$ cat src/rtl/tshift_pkg.sv
package tshift_pkg;

  // Clamp a requested lag so playback never passes the oldest stored word.
  function automatic logic [31:0] clamp_back(input logic [31:0] want,
                                             input logic [31:0] filled);
    if (filled == 32'd0)          return 32'd0;
    else if (want > filled - 1)   return filled - 1;
    else                          return want;
  endfunction

  // Physical address of the word 'lag' samples behind the newest one.
  function automatic logic [31:0] read_addr(input logic [31:0] wptr,
                                            input logic [31:0] lag,
                                            input logic [31:0] depth);
    logic [31:0] newest;
    newest = (wptr == 32'd0) ? depth - 1 : wptr - 1;
    return (newest >= lag) ? newest - lag : newest + depth - lag;
  endfunction

endpackage

$ cat src/rtl/tshift_rew_timer.sv
module tshift_rew_timer #(
  parameter int HOLD = 150_000,
  parameter int HW   = 18
) (
  input  logic clk,
  input  logic rst_n,
  input  logic stb,
  input  logic btn,
  output logic jump,
  output logic reverse
);
  localparam logic [HW-1:0] HOLD_C = HW'(HOLD);

  logic          btn_q;
  logic [HW-1:0] cnt;
  logic          at_hold;

  always_ff @(posedge clk or negedge rst_n) begin
    if (!rst_n) begin
      btn_q <= 1'b0;
      cnt   <= '0;
    end else begin
      btn_q <= btn;
      if (!btn)                      cnt <= '0;
      else if (stb && !at_hold)      cnt <= cnt + HW'(1);
    end
  end

  assign at_hold = (cnt == HOLD_C);
  assign reverse = btn && at_hold;
  assign jump    = btn_q && !btn && !at_hold;

  // a jump leaves the hold counter cleared
  a_r4_jump_clears: assert property (@(posedge clk) disable iff (!rst_n)
    jump |=> (cnt == '0));
  // reverse stays on as long as the button stays held
  a_r5_rev_persists: assert property (@(posedge clk) disable iff (!rst_n)
    (reverse && btn) |=> (reverse || !btn));

endmodule

$ cat src/rtl/tshift_ptr.sv
module tshift_ptr
  import tshift_pkg::*;
#(
  parameter int DEPTH = 30_000_000,
  parameter int JUMP  = 750_000,
  parameter int AW    = 25,
  parameter int CW    = 25
) (
  input  logic          clk,
  input  logic          rst_n,
  input  logic          stb,
  input  logic          reverse,
  input  logic          jump,
  input  logic          btn_play,
  input  logic          btn_live,
  input  logic          btn_begin,
  output logic [AW-1:0] wptr,
  output logic [CW-1:0] lag,
  output logic          paused,
  output logic          out_en,
  output logic          live
);
  logic          play_q, live_q, begin_q;
  logic          play_e, live_e, begin_e;
  logic [CW-1:0] fill;
  logic [31:0]   f32, fn32, base, want, lag_n;
  logic          paused_n;

  assign play_e  = btn_play  && !play_q;
  assign live_e  = btn_live  && !live_q;
  assign begin_e = btn_begin && !begin_q;

  always_comb begin
    f32  = 32'(fill);
    fn32 = (stb && f32 != 32'(DEPTH)) ? f32 + 32'd1 : f32;
    base = 32'(lag);
    if (stb) begin
      if (reverse)     base = 32'(lag) + 32'd2;
      else if (paused) base = 32'(lag) + 32'd1;
    end
    if (live_e)       want = 32'd0;
    else if (begin_e) want = (fn32 == 32'd0) ? 32'd0 : fn32 - 32'd1;
    else if (jump)    want = base + 32'(JUMP);
    else              want = base;
    lag_n = clamp_back(want, fn32);
    if (live_e || reverse) paused_n = 1'b0;
    else if (play_e)       paused_n = !paused;
    else                   paused_n = paused;
  end

  always_ff @(posedge clk or negedge rst_n) begin
    if (!rst_n) begin
      play_q  <= 1'b0;
      live_q  <= 1'b0;
      begin_q <= 1'b0;
      fill    <= '0;
      lag     <= '0;
      wptr    <= '0;
      paused  <= 1'b0;
    end else begin
      play_q  <= btn_play;
      live_q  <= btn_live;
      begin_q <= btn_begin;
      fill    <= CW'(fn32);
      lag     <= CW'(lag_n);
      paused  <= paused_n;
      if (stb) wptr <= (wptr == AW'(DEPTH - 1)) ? '0 : wptr + AW'(1);
    end
  end

  assign out_en = !paused || reverse;
  assign live   = (lag == '0) && !paused;

  // history never exceeds the buffer depth
  a_r8_fill_cap: assert property (@(posedge clk) disable iff (!rst_n)
    32'(fill) <= 32'(DEPTH));
  // playback stays inside stored history
  a_r8_lag_in_history: assert property (@(posedge clk) disable iff (!rst_n)
    (fill != '0) |-> (lag < fill));
  // a live edge lands on the newest sample, unpaused
  a_r6_live_lands: assert property (@(posedge clk) disable iff (!rst_n)
    live_e |=> (lag == '0 && !paused));
  // a lone play edge flips the pause state
  a_r3_toggle: assert property (@(posedge clk) disable iff (!rst_n)
    (play_e && !live_e && !reverse) |=> (paused != $past(paused)));

endmodule

$ cat src/rtl/tshift_ramseq.sv
module tshift_ramseq
  import tshift_pkg::*;
#(
  parameter int SW    = 12,
  parameter int DEPTH = 30_000_000,
  parameter int AW    = 25,
  parameter int CW    = 25
) (
  input  logic          clk,
  input  logic          rst_n,
  input  logic          stb,
  input  logic [SW-1:0] smp_in,
  input  logic          out_en,
  input  logic [AW-1:0] wptr,
  input  logic [CW-1:0] lag,
  output logic [AW-1:0] ram_addr,
  output logic [SW-1:0] ram_wdata,
  output logic          ram_we,
  input  logic [SW-1:0] ram_rdata,
  output logic [SW-1:0] smp_out,
  output logic          smp_out_vld
);
  logic          rd_go, rd_pend;
  logic [AW-1:0] rd_addr;

  assign rd_addr   = AW'(read_addr(32'(wptr), 32'(lag), 32'(DEPTH)));
  assign ram_we    = stb;
  assign ram_wdata = smp_in;
  assign ram_addr  = stb ? wptr : rd_addr;

  always_ff @(posedge clk or negedge rst_n) begin
    if (!rst_n) begin
      rd_go       <= 1'b0;
      rd_pend     <= 1'b0;
      smp_out     <= '0;
      smp_out_vld <= 1'b0;
    end else begin
      rd_go       <= stb && out_en;
      rd_pend     <= rd_go;
      smp_out_vld <= rd_pend;
      if (rd_pend) smp_out <= ram_rdata;
    end
  end

  // an output strobe is always two cycles behind a read slot
  a_r2_vld_after_read: assert property (@(posedge clk) disable iff (!rst_n)
    smp_out_vld |-> $past(rd_go, 2));
  // a read slot never collides with a write
  a_r2_no_rw_overlap: assert property (@(posedge clk) disable iff (!rst_n)
    rd_go |-> !ram_we);
  // a strobe writes at the writer position
  a_r1_write_at_wptr: assert property (@(posedge clk) disable iff (!rst_n)
    stb |-> (ram_we && ram_addr == wptr));

endmodule

$ cat src/rtl/tshift_ctrl.sv
module tshift_ctrl #(
  parameter int SW    = 12,
  parameter int DEPTH = 30_000_000,
  parameter int JUMP  = 750_000,
  parameter int HOLD  = 150_000,
  localparam int AW   = $clog2(DEPTH),
  localparam int CW   = $clog2(DEPTH + 1),
  localparam int HW   = $clog2(HOLD + 1)
) (
  input  logic          clk,
  input  logic          rst_n,
  input  logic [SW-1:0] smp_in,
  input  logic          smp_in_vld,
  input  logic          btn_rew,
  input  logic          btn_play,
  input  logic          btn_live,
  input  logic          btn_begin,
  output logic [SW-1:0] smp_out,
  output logic          smp_out_vld,
  output logic [AW-1:0] ram_addr,
  output logic [SW-1:0] ram_wdata,
  output logic          ram_we,
  input  logic [SW-1:0] ram_rdata,
  output logic          led_power,
  output logic          led_pause,
  output logic          led_live
);
  logic          jump, reverse, paused, out_en, live;
  logic [AW-1:0] wptr;
  logic [CW-1:0] lag;

  tshift_rew_timer #(.HOLD(HOLD), .HW(HW)) u_timer (
    .clk(clk), .rst_n(rst_n), .stb(smp_in_vld), .btn(btn_rew),
    .jump(jump), .reverse(reverse)
  );

  tshift_ptr #(.DEPTH(DEPTH), .JUMP(JUMP), .AW(AW), .CW(CW)) u_ptr (
    .clk(clk), .rst_n(rst_n), .stb(smp_in_vld), .reverse(reverse),
    .jump(jump), .btn_play(btn_play), .btn_live(btn_live),
    .btn_begin(btn_begin), .wptr(wptr), .lag(lag), .paused(paused),
    .out_en(out_en), .live(live)
  );

  tshift_ramseq #(.SW(SW), .DEPTH(DEPTH), .AW(AW), .CW(CW)) u_seq (
    .clk(clk), .rst_n(rst_n), .stb(smp_in_vld), .smp_in(smp_in),
    .out_en(out_en), .wptr(wptr), .lag(lag), .ram_addr(ram_addr),
    .ram_wdata(ram_wdata), .ram_we(ram_we), .ram_rdata(ram_rdata),
    .smp_out(smp_out), .smp_out_vld(smp_out_vld)
  );

  assign led_power = 1'b1;
  assign led_pause = paused;
  assign led_live  = live;

  // live and pause indicators are never lit together
  a_r9_led_exclusive: assert property (@(posedge clk) disable iff (!rst_n)
    !(led_live && led_pause));

endmodule

$ cat config.mk
export PLATFORM = sky130hd
export DESIGN_NAME = tshift_ctrl
export DESIGN_NICKNAME = d
export VERILOG_FILES = /design/src/rtl/tshift_pkg.sv /design/src/rtl/tshift_rew_timer.sv /design/src/rtl/tshift_ptr.sv /design/src/rtl/tshift_ramseq.sv /design/src/rtl/tshift_ctrl.sv
export SDC_FILE = /design/constraint.sdc
export NUM_CORES = 1
export LEC_CHECK = 0
export ABC_AREA = 1
export BUFFER_PORTS_ARGS = -buffer_cell sky130_fd_sc_hd__clkbuf_2
export CAP_MARGIN = 20
export CELL_PAD_IN_SITES_DETAIL_PLACEMENT = 1
export CELL_PAD_IN_SITES_GLOBAL_PLACEMENT = 1
export CORE_MARGIN = 2
export CORE_UTILIZATION = 40
export CTS_CLUSTER_DIAMETER = 80
export DETAILED_ROUTE_END_ITERATION = 10
export PLACE_DENSITY = 0.76
export REMOVE_ABC_BUFFERS = 1
export SYNTH_ARGS = -nofsm -noshare
export SYNTH_HDL_FRONTEND = slang
export SYNTH_SLANG_ARGS = --single-unit
export TNS_END_PERCENT = 5
$ cat constraint.sdc
create_clock -name clk -period 5.55 [get_ports clk]
set_input_delay 0.2775 -clock clk [delete_from_list [all_inputs] [get_ports clk]]
set_output_delay 0.2775 -clock clk [all_outputs]
set_load 0.05 [all_outputs]
==> reports/metrics.cfg <==
[synth]
synthCells = 2150
synth_mux_area_frac = 0.00992
synthTopCellsByArea = dfrtp_1 21%, nand2_1 14%, ha_1 9.2%
synth_edf_count = 0
synthAdderAreaFrac = 0.115
synth.avg_cell_area_um2 = 6.33
synth_top_cell_area_share = 0.208
synth_compound_area_frac = 0.142
synthXorXnorAreaFrac = 0.0689
ys.flop_type = dfrtp_1
yosysWarnings = 0
yosysUniqueCellTypes = 62
yosysTopAreaCell = dfrtp_1
yosysSeqAreaShare = 0.208
synthArstFlopShare = 1.00
synth_top_family_by_area = simple AND/OR/NAND/NOR gates
synth_area_um2 = 13600
synth_seq_cells = 113
yosys.area_share.simple = 0.337

[finish]
multiInputGateArea_um2 = 9440
drive_gt1_frac = 0.109
area.growth.synth_to_final_pct = 15.0
diodes = 0
fillers = 4489
fin_area_um2 = 15700
seqCellArea_um2 = 2830
fin_nets = 2352
finalNonFillerCells = 2665

[place]
io_buffers = 59
dpl.hpwl_um = 40200
place_congestion = 0.917
placed_cells = 2621
placedInstanceArea_um2 = 14700

[grt]
antenna_found_initial = 0
grt_max_degree = 63
grt-ovfl-total = 0
grt_pass1_vias = 15371
grt_first_pass_wirelength_um = 80800
grtUsageTotal = 0.284

[route]
viasPerCell = 5.50
num_vias = 14654
drtIter0Drc = 763
antenna_left = 0
routedWlPerCell_um = 18.8
drc = 0
dr.pass1.iters = 5
routed_wl_um = 50100

[power_and_ir_drop]
internal-power_mw = 3.31
swShare = 0.518
p_switching_mw = 3.56
p_leak_nw = 7.67
ir_drop_mv = 0.388
clock_power_share = 0.175
power_density_nw_per_um2 = 439
seq_power_share = 0.172
combPwrFrac = 0.653

[setup_path]
worst_r2r_path_depth = 24
startpoint_type = flip-flop
r2r-start = u_ptr.fill[2]
arrival_ns = 5.01
setup.worst_path.end_class = output port
r2r-end = u_ptr.lag[1]
required_ns = 5.27
rrSetupSlack_ns = 0.37
path_class = reg2out
cp_max_fo = 24

[worst_hold_path]
hold_depth = 2
min_to = u_seq.smp_out[11]
hold_path_startpoint = ram_rdata[11]
hp-class = in2reg

[timing]
finalMaxSlewViolations = 0
finalSetupViolCount = 0
max-slew-margin-rel = 0.272
tightest_slew_ns = 1.08
fmax_ghz = 0.189
fin_skew_ns = 0.0167
fin_setup_tns_ns = 0
finalCritPeriodShare = 0.953
hold_viol = 0
min_period_ns = 5.29

[cts]
cts_tree = yes
cts.path.max_buffers = 2
root_buffer = clkbuf_16
clk_pin_slew_ns = 0.06
cts_buffers = 17
cts_htree_levels = 4
insertion_delay_ns = 0.46
cts.sinks = 113

[floorplan]
dieArea_um2 = 35500
die_h_um = 188
io_pins = 85
initial_core_util = 0.406
coreArea_um2 = 33500
std_cell_rows = 67
die_w_um = 188

[flow_run]
cap_violations = 0

[outcome]
outcome = completed

metrics by stage:
step	hold slack, ns	power [mW]	setup slack [ns]	util
after floorplan	-0.0181	4.03	-0.290	-
after global placement	0.350	5.39	-0.120	0.437
after detailed placement	0.348	5.53	-0.224	0.437
after CTS	0.0413	6.79	-0.00974	0.459
after global routing	0.0577	7.37	-0.0341	0.467
final	0.0566	6.88	0.262	0.467
area by class of cell:
cell class | instances | share of cell area
clock buffers | 21 | 0.0294
clock inverters | 10 | 0.0101
inverters | 338 | 0.0814
multi-input cells | 1634 | 0.603
flip-flops and latches | 113 | 0.181
well taps | 448 | 0.0358
repair buffers | 101 | 0.0598
power by group through the flow:
stage	registers (mW)	logic (mW)	clock network, mW
final	1.18	4.49	1.20
after detailed placement	1.18	4.35	0
after CTS	1.17	4.40	1.22
after floorplan	1.19	2.85	0
after global routing	1.20	4.93	1.24
after global placement	1.17	4.21	0
sequential cells by signal, indices dropped and copies added, names as in the netlist, 12 cells and up:
| name | flops |
|---|---|
| u_seq.smp_out | 12 |
| u_ptr.lag | 25 |
| u_ptr.wptr | 25 |
| u_timer.cnt | 18 |
| u_ptr.fill | 25 |
kinds of logic (layout without fill, tap and decap cells):
group | Yosys count | after routing
simple gates | 1052 | 1052
buf+inv | 405 | 470
compound gates | 345 | 345
fa+ha+maj | 116 | 116
flops | 113 | 113
xor+xnor | 105 | 105
mux | 12 | 12
other cells | 2 | 4
critical path, cell delays in order, from the launching register on:
cell and delay (ns):
dfrtp_2 0.45, nor2_1 0.13, nand2_1 0.12, nor3_4 0.18
nand2_2 0.14, nor3_4 0.25, inv_1 0.10, nor2_2 0.13
inv_1 0.07, nor2_1 0.12, nand2_1 0.08, nand3_1 0.22
inv_1 0.08, ha_1 0.43, nand2_1 0.17, nor3_4 0.18
nand2_2 0.13, nor4_4 0.39, a221oi_2 0.14, nand2_2 0.19
buf_12 0.18, o21ai_0 0.13, o21ai_0 0.32, buf_12 0.18
what timing repair did:
| action | in CTS | in global routing |
|---|---|---|
| endpoints found under the setup margin | 23 | 48 |
| pin swaps | 1 | 12 |
| endpoints found under the hold margin | 54 | 0 |
| hold buffers | 4 | 0 |
| buffers inserted | 2 | 7 |
| gates resized for setup | 14 | 63 |
cells in the mapped netlist (5+ instances only):
cell type,n
nor4_1,26
nand2_2,6
a211oi_1,6
nor2_1,217
ha_1,100
o211ai_1,10
buf_4,15
xor2_1,87
nor3_1,47
a21oi_1,127
o21ai_0,122
inv_1,328
nand3_1,143
nand2_1,517
fa_1,16
xnor2_1,17
o21bai_1,6
clkbuf_1,34
or2_2,6
mux2_2,12
a31oi_1,17
a221oi_1,5
nor2_2,8
o21ai_2,5
inv_2,5
o21ai_1,23
nand4_1,56
buf_2,12
dfrtp_1,113
layer usage:
metal,GRT usage,vias to the layer above,part of all wire
li1,-,7097,-
met1,0.347,7152,0.44
met2,0.511,319,0.50
met3,0.0354,86,0.033
met4,0.101,0,0.029
met5,0,-,0
cell usage in the layout (no fill, tap or decap), drive strengths merged, types with 3 or more instances in the layout:
cell,netlist,final
nand2,525,525
inv,334,334
nor2,229,229
o21ai,150,150
nand3,147,147
a21oi,128,128
dfrtp,113,113
ha,100,100
xor2,88,88
clkbuf,34,59
buf,33,59
nand4,57,57
nor3,49,49
nor4,26,26
xnor2,17,17
a31oi,17,17
fa,16,16
mux2,12,12
or2,12,12
o211ai,10,10
clkinv,4,8
o21bai,7,7
a211oi,6,6
a221oi,5,5
and3,4,4
conb,2,4
bufinv,0,4
dlygate4sd3,0,4
nand3b,3,3
a22oi,3,3
o22ai,3,3
how the worst max path moves through the flow:
stage               slack [ns]            to  cells after the start          start
floorplan                -0.29  u_ptr.lag[0]                     28  u_ptr.fill[0]
global placement         -0.12  ram_addr[15]                     23  u_ptr.wptr[0]
detailed placement       -0.22  ram_addr[22]                     25  u_ptr.wptr[0]
CTS                      -0.01  ram_addr[24]                     24  u_ptr.wptr[0]
global route             -0.03  ram_addr[24]                     23  u_ptr.wptr[4]
finish                    0.26   ram_addr[2]                     23  u_ptr.wptr[2]
(Power assumes the default switching activity.)
